**src/rtl/lpm_pkg.sv**
```systemverilog
package lpm_pkg;

  localparam int MODE_W = 2;

  typedef enum logic [MODE_W-1:0] {
    MODE_RUN  = 2'b00,
    MODE_WAIT = 2'b01,
    MODE_STOP = 2'b10
  } lpm_mode_e;

  typedef struct packed {
    logic osc;
    logic cpu;
    logic tmr;
  } lpm_gates_t;

  // Enable pattern for each mode.
  function automatic lpm_gates_t gates_for(lpm_mode_e m);
    lpm_gates_t g;
    case (m)
      MODE_WAIT: g = '{osc: 1'b1, cpu: 1'b0, tmr: 1'b1};
      MODE_STOP: g = '{osc: 1'b0, cpu: 1'b0, tmr: 1'b0};
      default:   g = '{osc: 1'b1, cpu: 1'b1, tmr: 1'b1};
    endcase
    return g;
  endfunction

  // Wake sources accepted in each sleep depth.
  function automatic logic wake_for(lpm_mode_e m, logic ext_any, logic tmr);
    case (m)
      MODE_WAIT: return ext_any | tmr;
      MODE_STOP: return ext_any;
      default:   return 1'b0;
    endcase
  endfunction

endpackage

```
**src/rtl/lpm_entry_arb.sv**
```systemverilog
module lpm_entry_arb
  import lpm_pkg::*;
(
  input  lpm_mode_e mode_q,
  input  logic      stop_req,
  input  logic      wait_req,
  input  logic      stop_disable,
  output logic      enter_stop,
  output logic      enter_wait,
  output logic      stop_nop
);

  logic in_run;
  logic stop_ok;

  assign in_run     = (mode_q == MODE_RUN);
  assign stop_ok    = stop_req & ~stop_disable;
  assign enter_stop = in_run & stop_ok;
  assign enter_wait = in_run & wait_req & ~stop_ok;
  assign stop_nop   = in_run & stop_req & stop_disable;

endmodule

```
**src/rtl/lpm_wake_detect.sv**
```systemverilog
module lpm_wake_detect
  import lpm_pkg::*;
#(
  parameter int N_EXT = 2
) (
  input  lpm_mode_e        mode_q,
  input  logic [N_EXT-1:0] ext_irq,
  input  logic             tmr_irq,
  output logic             ext_any,
  output logic             wake_evt
);

  logic [N_EXT:0] or_chain;

  assign or_chain[0] = 1'b0;
  for (genvar i = 0; i < N_EXT; i++) begin : g_ext_or
    assign or_chain[i+1] = or_chain[i] | ext_irq[i];
  end

  assign ext_any  = or_chain[N_EXT];
  assign wake_evt = wake_for(mode_q, ext_any, tmr_irq);

endmodule

```
**src/rtl/lpm_mode_fsm.sv**
```systemverilog
module lpm_mode_fsm
  import lpm_pkg::*;
(
  input  logic      clk_aon,
  input  logic      rst_n,
  input  logic      enter_stop,
  input  logic      enter_wait,
  input  logic      wake_evt,
  output lpm_mode_e mode_q,
  output logic      imask_clr_q
);

  lpm_mode_e mode_d;
  logic      entering;

  always_comb begin
    mode_d = mode_q;
    case (mode_q)
      MODE_RUN: begin
        if (enter_stop)      mode_d = MODE_STOP;
        else if (enter_wait) mode_d = MODE_WAIT;
      end
      MODE_WAIT, MODE_STOP: begin
        if (wake_evt) mode_d = MODE_RUN;
      end
      default: mode_d = MODE_RUN;
    endcase
  end

  assign entering = enter_stop | enter_wait;

  always_ff @(posedge clk_aon or negedge rst_n) begin
    if (!rst_n) begin
      mode_q      <= MODE_RUN;
      imask_clr_q <= 1'b0;
    end else begin
      mode_q      <= mode_d;
      imask_clr_q <= entering;
    end
  end

endmodule

```
**src/rtl/lpm_clk_gate.sv**
```systemverilog
module lpm_clk_gate
  import lpm_pkg::*;
(
  input  lpm_mode_e mode_q,
  output logic      osc_en,
  output logic      cpu_clk_en,
  output logic      tmr_clk_en
);

  lpm_gates_t g;

  assign g          = gates_for(mode_q);
  assign osc_en     = g.osc;
  assign cpu_clk_en = g.cpu;
  assign tmr_clk_en = g.tmr;

endmodule

```
**src/rtl/lpm_ctrl.sv**
```systemverilog
module lpm_ctrl
  import lpm_pkg::*;
#(
  parameter int N_EXT = 2
) (
  input  logic             clk_aon,
  input  logic             rst_n,
  input  logic             stop_req,
  input  logic             wait_req,
  input  logic [N_EXT-1:0] ext_irq,
  input  logic             tmr_irq,
  input  logic             stop_disable,
  output logic             osc_en,
  output logic             cpu_clk_en,
  output logic             tmr_clk_en,
  output logic             imask_clr,
  output logic [1:0]       mode
);

  lpm_mode_e mode_q;
  logic      enter_stop;
  logic      enter_wait;
  logic      stop_nop;
  logic      ext_any;
  logic      wake_evt;

  lpm_entry_arb u_arb (
    .mode_q       (mode_q),
    .stop_req     (stop_req),
    .wait_req     (wait_req),
    .stop_disable (stop_disable),
    .enter_stop   (enter_stop),
    .enter_wait   (enter_wait),
    .stop_nop     (stop_nop)
  );

  lpm_wake_detect #(.N_EXT(N_EXT)) u_wake (
    .mode_q   (mode_q),
    .ext_irq  (ext_irq),
    .tmr_irq  (tmr_irq),
    .ext_any  (ext_any),
    .wake_evt (wake_evt)
  );

  lpm_mode_fsm u_fsm (
    .clk_aon     (clk_aon),
    .rst_n       (rst_n),
    .enter_stop  (enter_stop),
    .enter_wait  (enter_wait),
    .wake_evt    (wake_evt),
    .mode_q      (mode_q),
    .imask_clr_q (imask_clr)
  );

  lpm_clk_gate u_gate (
    .mode_q     (mode_q),
    .osc_en     (osc_en),
    .cpu_clk_en (cpu_clk_en),
    .tmr_clk_en (tmr_clk_en)
  );

  assign mode = mode_q;

endmodule

```
**config.mk**
```make
export PLATFORM = sky130hd
export DESIGN_NAME = lpm_ctrl
export DESIGN_NICKNAME = d
export VERILOG_FILES = /design/src/rtl/lpm_pkg.sv /design/src/rtl/lpm_entry_arb.sv /design/src/rtl/lpm_wake_detect.sv /design/src/rtl/lpm_mode_fsm.sv /design/src/rtl/lpm_clk_gate.sv /design/src/rtl/lpm_ctrl.sv
export SDC_FILE = /design/constraint.sdc
export NUM_CORES = 1
export LEC_CHECK = 0
export CORE_AREA = 2 2 39 41
export CTS_CLUSTER_DIAMETER = 80
export DETAILED_ROUTE_END_ITERATION = 7
export DIE_AREA = 0 0 41 43
export SYNTH_ARGS = -nofsm -noshare
export SYNTH_HDL_FRONTEND = slang
export SYNTH_SLANG_ARGS = --single-unit
```
**constraint.sdc**
```tcl
create_clock -name clk_aon -period 4.4 [get_ports clk_aon]
set_input_delay 0.66 -clock clk_aon [delete_from_list [all_inputs] [get_ports clk_aon]]
set_output_delay 0.66 -clock clk_aon [all_outputs]
set_load 0.02 [all_outputs]
```
[Yosys cells after proc, flatten, opt, wreduce, memory -nomap -nowiden]
Index checks and enable logic that the tools add are counted.
Storage, ports and cells
  output and inout bits: 6
  ROM bits: 0
  register bits: 3
  bits in latches: 0
  memories kept: 0
  bits in writable memories: 0
Cells by class
  add/subtract/negate cells: 0
  reductions and logical operators: 3
  bitwise operators: 9
  mux-type cells: 6
  shift operators: 0
  multipliers: 0
  divide/modulo/power cells: 0
  order comparisons: 0
  equal/unequal tests: 4
Operators by type and width (number)
  $mux 2: 3
  $pmux 3 s2: 1
  $and 1x1->1: 4
  $pmux 2 s2: 1
  $ne 3x1->1 const B: 1
  $or 1x1->1: 3
  $eq 2x1->1 const B: 1
  $eq 2x2->1 const B: 1
  $logic_not 2->1: 1
  $ne 2x1->1 const B: 1
  $not 1->1: 2
  $pmux 1 s2: 1
  $reduce_and 2->1: 1
  $reduce_or 2->1: 1

[Longest topological paths before layout]
Gate-level depths: netlist (run 1).
  depth after elaboration: 7
  mapped depth: 5
  depth with buffers taken out: 5

[Modules after synthesis]
From an unflattened synthesis (run 1), not the netlist that was laid out.
Second synthesis, totals
  cells, all modules: 31
  area total of the unflattened synthesis: 271.5 um^2
Modules (own cells, without submodules)
  lpm_mode_fsm: seq. area each 75.1 um^2, cells each 14, instances 1, area each 153.9 um^2
  lpm_wake_detect: seq. area each 0.0 um^2, cells each 8, instances 1, area each 53.8 um^2
  lpm_entry_arb: seq. area each 0.0 um^2, cells each 5, instances 1, area each 36.3 um^2
  lpm_clk_gate: seq. area each 0.0 um^2, cells each 4, instances 1, area each 27.5 um^2

[Worst setup path before layout (run 1)]
Ideal clock, no wire load.
  kind: reg2reg
  start point: register u_fsm.mode_q[0]
  end point: register u_fsm.mode_q[1]
  period minus slack after synthesis: 1.831 ns
  setup time: 0.122 ns
  data arrival time: 1.709 ns
  stages on the path, launching flop included: 6
  buffers on the path: 0
  required time: 4.278 ns
  slack: 2.569 ns
  cell sequence: dfrtp_1 -> inv_1 -> ha_1 -> or4b_4 -> o21a_1 -> a32o_1
Between the ends
  word-level cells in the longest chain between the ends: 5
  elaborated cells between the ends (all ways): 13
RTL lines
  start: declaration: line lpm_mode_fsm.sv:9  | output lpm_mode_e mode_q,
  start signal: assignment: line lpm_mode_fsm.sv:37  | mode_q <= mode_d;
  $logic_not 2->1: line lpm_entry_arb.sv:16, lpm_mode_fsm.sv:18
  $and 1x1->1 (2 in a row): line lpm_entry_arb.sv:19  | assign enter_wait = in_run & wait_req & ~stop_ok;
  $ne 3x1->1 (no source line)
  $reduce_and 2->1 (no source line)
Parallel ways exist; a longest one is shown, timed or not.
A chain may end at the register's enable or synchronous reset.

[Worst setup path after layout (run 1)]
  start point: register u_fsm.mode_q[0]
  end point: output cpu_clk_en
Between the ends
  word-level cells in the longest chain between the ends: 2
  elaborated cells between the ends (all ways): 3
RTL lines
  $eq 2x2->1 or $eq 2x1->1 (tied branches): line lpm_pkg.sv:20  | case (m)
  $pmux 3 s2 *: line lpm_pkg.sv:20
  end: declaration: line lpm_ctrl.sv:14  | output logic cpu_clk_en,
Every way passes the cells marked *; elsewhere a longest branch is shown, timed or not.

==> results of run 1 <==
## kinds of logic (layout without fill, tap and decap cells)
group	count (synthesis)	count (layout)	share of synthesized area, %
buffers and inverters	5	21	9.33
flip-flops	3	3	31.1
adder cells (fa/ha/maj)	4	4	20.7
AO/OA/AOI/OAI	7	7	22.8
AND/OR/NAND/NOR	5	5	16.1
## registers in the layout, indices dropped and copies added (netlist names)
| register | count |
|---|---|
| u_fsm.mode_q | 2 |
| u_fsm.imask_clr_q | 1 |
## stage by stage
| stage | utilization (%) | setup WS (ns) | power [mW] |
|---|---|---|---|
| floorplan | - | 2.57 | 0.148 |
| global placement | 27.8 | 2.28 | 0.212 |
| detailed placement | 27.8 | 2.27 | 0.211 |
| CTS | 29.7 | 2.04 | 0.263 |
| global route | 29.7 | 1.95 | 0.282 |
| finish | 29.7 | 2.05 | 0.258 |
## worst max-delay path by stage
stage,from,depth (start not counted),slack [ns],endpoint
2_1_floorplan,u_fsm.mode_q[0],5,2.57,u_fsm.mode_q[1]
3_3_place_gp,ext_irq[1],4,2.28,u_fsm.mode_q[1]
3_5_place_dp,ext_irq[1],4,2.27,u_fsm.mode_q[1]
4_1_cts,u_fsm.mode_q[0],4,2.04,cpu_clk_en
5_1_grt,u_fsm.mode_q[0],4,1.95,cpu_clk_en
6_report,u_fsm.mode_q[0],4,2.05,cpu_clk_en
## power by group
group | switching [mW] | internal [mW] | total, mW
clock network | 0.0132 | 0.0339 | 0.0471
registers | 0.00799 | 0.0394 | 0.0474
logic | 0.0817 | 0.0815 | 0.163
## layout make-up
| class | instances | area, µm² | area share [%] |
|---|---|---|---|
| Multi-Input combinational cell | 16 | 144 | 35.1 |
| Timing Repair Buffer | 13 | 130 | 31.7 |
| Sequential cell | 3 | 75.1 | 18.3 |
| Clock buffer | 4 | 26.3 | 6.40 |
| Tap cell | 16 | 20.0 | 4.88 |
| Inverter | 4 | 15.0 | 3.66 |
## routing by layer
layer / wire, µm / share of wire [%] / GRT usage (%)
met1: 222 / 44 / 7.12
met2: 215 / 43 / 8.75
met3: 57 / 11 / 4.71
met4: 7 / 1.4 / 8.00
met5: 0 / 0 / 0
## synth_stat cells
master / n / area [µm²]
dfrtp_1: 3 / 75.1
buf_4: 1 / 7.51
nand2b_1: 3 / 18.8
inv_1: 4 / 15.0
o21a_1: 3 / 22.5
a32o_1: 1 / 10.0
or4b_4: 1 / 13.8
nor2b_1: 1 / 6.26
o211ai_1: 2 / 15.0
a22oi_1: 1 / 7.51
ha_1: 4 / 50.1
## critical path: stages (launching register included)
cell and delay [ns]:
dfrtp_1 0.39, inv_1 0.14, ha_1 0.28, inv_1 0.06
clkdlybuf4s50_1 0.59
==> impl_results.md, run 1 <==
* Resized Gates After CTS at 0
* Critical path type: flop to primary output
* Initial DRT Pass Iterations at 4
* R2R setup slack at approximately 2.6 ns
* Die X at 41 µm
* Diodes inserted at 0
* Share of cells above drive strength 1 at approximately 10%
* I/O pin count at 14
* Critical Path Source Type: flop
* LEAKAGE at 0.174 nW
* DR vias/cell at 3.98
* Clk_lat worst skew at approximately 0.23 ns
* RSZ-0062 raised after global routing: no
* Commonest non-fill, non-tap cell in the layout: clkdlybuf4s50_1
* Cell Area, Synth at 241 µm²
* Hold Startpoint: u_fsm.mode_q[1]
* CTS Hold Buffers Added at 0
* Root Driver: clkbuf_4
* Largest net degree at the start of global routing at 6
* Starting Density at 17.5%
* Worst r2r path cells at 5
* Final #Nets at 53
* GPL Wtd Cong at 0.712
* Fmax at 425 MHz
* Setup Skew at 0.000508 ns
* Syn avg cell area at 10.1 µm²
* Final Critical Period at around 2.4 ns
* MaxCap Viol Count at 0
* Fin crit share at around 53%
* Area grow syn2layout at 69.9%
* Worst Path Arrival at 1.69 ns
* # setup viols final at 0
* Total negative setup slack at 0 ns
* Total CTS buffers at 3
* TritonCTS clock tree: done
* DP HPWL at 409 µm
* Vias in the first global route at 193
* Die area at between 1500 and 2000 µm²
* Max-slew headroom at between 80% and 90%
* Synthesized net count at 36
* Initial antenna violation count at 0
* Clock sinks at 3
* Hold_ws at 0.577 ns
* Clk buf depth at 2
* Outcome: finished, final reports clean
* Gr ovfl total at 0
* Initial drt markers at 3
* Sequential-to-total area share from yosys stat at 31.1%
* Core Rows at 14
* Non-Filler Instances at 56
* Drt drc at 0
* H-tree Lvls at 1
* Unique masters post-synth at 11
* Core area at 1380 µm²
* Worst r2r dst: u_fsm.mode_q[1]
* Final hold violations at 0
* WP data required at 3.74 ns
* Fillers at roughly 150
* Number of I/O port buffers at 13
* Crit-path max FO at 4
* Vias at 223
* Slew @ Worst Pin at 0.219 ns
* Post-route ant nets at 0
* YS warnings at 0
* Placed cell areas at 384 µm²
* Min-Delay Path Class: flop to flop
* Hold depth at 1
* Design Area, Final at between 400 and 500 µm²
* Cells after synthesis at 24
* Peak supply drop at 204 µV
* Placed Instances at 52
* Power per Cell Area at approximately 630 nW/µm²
* Worst hold endpoint: u_fsm.mode_q[1]
* Count of state elements after synthesis at 3
* Total GRT Usage at between 7 and 8%
* Die height at 43 µm
* Most frequent cells in the layout: clkdlybuf4s50_1 (13), inv_1 (4), ha_1 (4)
* Reg-to-Reg Start: u_fsm.mode_q[1]
* Routed WL at approximately 500 µm
* Worst-path clk slew at 0.04 ns
* First-pass GRT wire length at 745 µm
* Final Max Tran Viols at 0
* Mean routed wirelength per cell at about 9 µm
* Postcts setup bufs at 0
* Worst Setup End Kind: primary output
Power figures use the tool's default switching activity.
==> run 2, diff against run 1 <==
==> constraint.sdc (replaced) <==
create_clock -name clk_aon -period 2.3 [get_ports clk_aon]
set_input_delay 0.345 -clock clk_aon [delete_from_list [all_inputs] [get_ports clk_aon]]
set_output_delay 0.345 -clock clk_aon [all_outputs]
set_load 0.02 [all_outputs]
==> run 2 against run 1 <==
Effect of this change:
- critical path depth unchanged
- die area unchanged
- routed wire length decreased by 1.8%
- final area unchanged
- sequential share of layout area unchanged
- clock power increased by 94%
- clock skew increased by 0.0011 ns
- final cell count unchanged
- utilization unchanged
- combinational power increased by 91%
- critical endpoint unchanged
==> impl_results.md, run 2 (synthesized netlist as in run 1, its figures left out) <==
* Max stage delay on crit path at 0.59 ns
* Diodes inserted at 0
* Max FFs per register at 2
* CP top delay family: buffers and inverters
* Most frequent cells in the layout: clkdlybuf4s50_1 (13), inv_1 (4), ha_1 (4)
* Register with the most flip-flops: u_fsm.mode_q
* Fmax at 497 MHz
* Vias at 220
* DR vias/cell at 3.93
* Core area at 1380 µm²
* Post-route ant nets at 0
* CTS Hold Buffers Added at 0
* Starting Density at 17.5%
* Drt drc at 0
* Peak supply drop at 383 µV
* Total CTS buffers at 3
* # setup viols final at 0
* Share of cells above drive strength 1 at about a tenth
* Critical path type: flop to primary output
* Gr ovfl total at 0
* Crit-path cells: inv_1 -> ha_1 -> inv_1 -> clkdlybuf4s50_1
* Buf/Inv on CP at 3
* Area grow syn2layout at 69.9%
* I/O pin count at 14
* Worst Setup End Kind: primary output
* Min-Delay Path Class: input pin to async pin
* Routed WL at 494 µm
* Mean routed wirelength per cell at ~8.8 µm
* Die area at 1760 µm²
* GPL Wtd Cong at around 0.67
* Initial antenna violation count at 0
* Gate power share at 63.3%
* Fillers at 145
* Sequential share of power at 18.1%
* Number of I/O port buffers at 13
* LEAKAGE at roughly 0.17 nW
* Total negative setup slack at 0 ns
* TritonCTS clock tree: done
* Initial DRT Pass Iterations at 4
* Slew @ Worst Pin at 0.213 ns
* Vias in the first global route at 206
* Power per Cell Area at approximately 1200 nW/µm²
* H-tree Lvls at 1
* Final Critical Period at between 2 and 2.5 ns
* RSZ-0062 raised after global routing: no
* Hold_ws at approximately 0.30 ns
* Resized Gates After CTS at 0
* Crit-path max FO at 4
* Clk buf depth at 2
* Final Max Tran Viols at 0
* R2R setup slack at 0.53 ns
* Sw Share at 39.8%
* First-pass GRT wire length at 800 µm
* WP data required at 1.96 ns
* Internal power at 0.296 mW
* Largest regs: u_fsm.mode_q (2), u_fsm.imask_clr_q (1)
* Die X at 41 µm
* Commonest non-fill, non-tap cell in the layout: clkdlybuf4s50_1
* Setup Skew at 0.00165 ns
* Critical Path Source Type: flop
* MaxCap Viol Count at 0
* Max-slew headroom at 85.8%
* Die height at 43 µm
* Total GRT Usage at 7.54%
* Clock sinks at 3
* P_sw at 0.196 mW
* Clock power frac at 18.6%
* Initial drt markers at 8
* Outcome: finished, final reports clean
* Fin crit share at 87.4%
* Largest net degree at the start of global routing at 6
* Worst Path Arrival at 1.67 ns
* Postcts setup bufs at 0
* Worst-path clk slew at 0.04 ns
* Root Driver: clkbuf_4
* CP dominant cell by count: inv_1
* Clk_lat worst skew at 0.23 ns
* Core Rows at 14
* Final hold violations at 0
* Final #Nets at 53
* Crit path max-delay cell type: clkdlybuf4s50_1
[run 2: final timing paths]
path | start | endpoint | depth (start not counted)
min in group clk_aon | u_fsm.mode_q[1] | u_fsm.mode_q[1] | 1
min | rst_n | u_fsm.mode_q[1] | 1
max | u_fsm.mode_q[0] | cpu_clk_en | 4
min reg2reg | u_fsm.mode_q[1] | u_fsm.mode_q[1] | 1
max in group asynchronous | rst_n | u_fsm.mode_q[0] | 1
max reg2reg | u_fsm.mode_q[1] | u_fsm.mode_q[1] | 5
[run 2: layer usage]
| layer | track usage (%) | vias to the layer above | wire, µm |
|---|---|---|---|
| met5 | 0 | - | 0 |
| met4 | 6.00 | 0 | 0 |
| met3 | 6.28 | 0 | 58 |
| met2 | 8.13 | 12 | 214 |
| met1 | 9.03 | 94 | 220 |
| li1 | - | 114 | - |
[run 2: power groups by stage]
stage | Sequential (mW) | Combinational (mW) | Clock [mW]
after floorplan | 0.117 | 0.166 | 0
after global placement | 0.0910 | 0.316 | 0
after detailed placement | 0.0905 | 0.313 | 0
after CTS | 0.0899 | 0.316 | 0.0951
after global routing | 0.0932 | 0.343 | 0.107
final | 0.0893 | 0.312 | 0.0915
[run 2: layout make-up]
class	count	area, µm²	share of cell area (%)
multi-input combinational	16	144	35.1
sequential	3	75.1	18.3
timing repair buffer	13	130	31.7
inverter	4	15.0	3.66
clock buffer	4	26.3	6.40
tap	16	20.0	4.88
[run 2: worst reg2reg max path, stage by stage, from the launching register on]
cell and delay, ns:
dfrtp_1 0.40, inv_1 0.08, ha_1 0.31, or4b_4 0.49, o21a_1 0.14, a32o_1 0.25
[run 2: through the flow]
step / setup WS, ns / std cells / total power [mW] / area (µm²) / utilization [%]
6_report: 0.289 / 56 / 0.492 / 410 / 29.7
5_1_grt: 0.171 / 56 / 0.543 / 410 / 29.7
4_1_cts: 0.268 / 56 / 0.501 / 410 / 29.7
3_5_place_dp: 0.490 / 52 / 0.403 / 384 / 27.8
3_3_place_gp: 0.497 / 52 / 0.407 / 384 / 27.8
2_1_floorplan: 0.469 / 24 / 0.283 / 241 / -
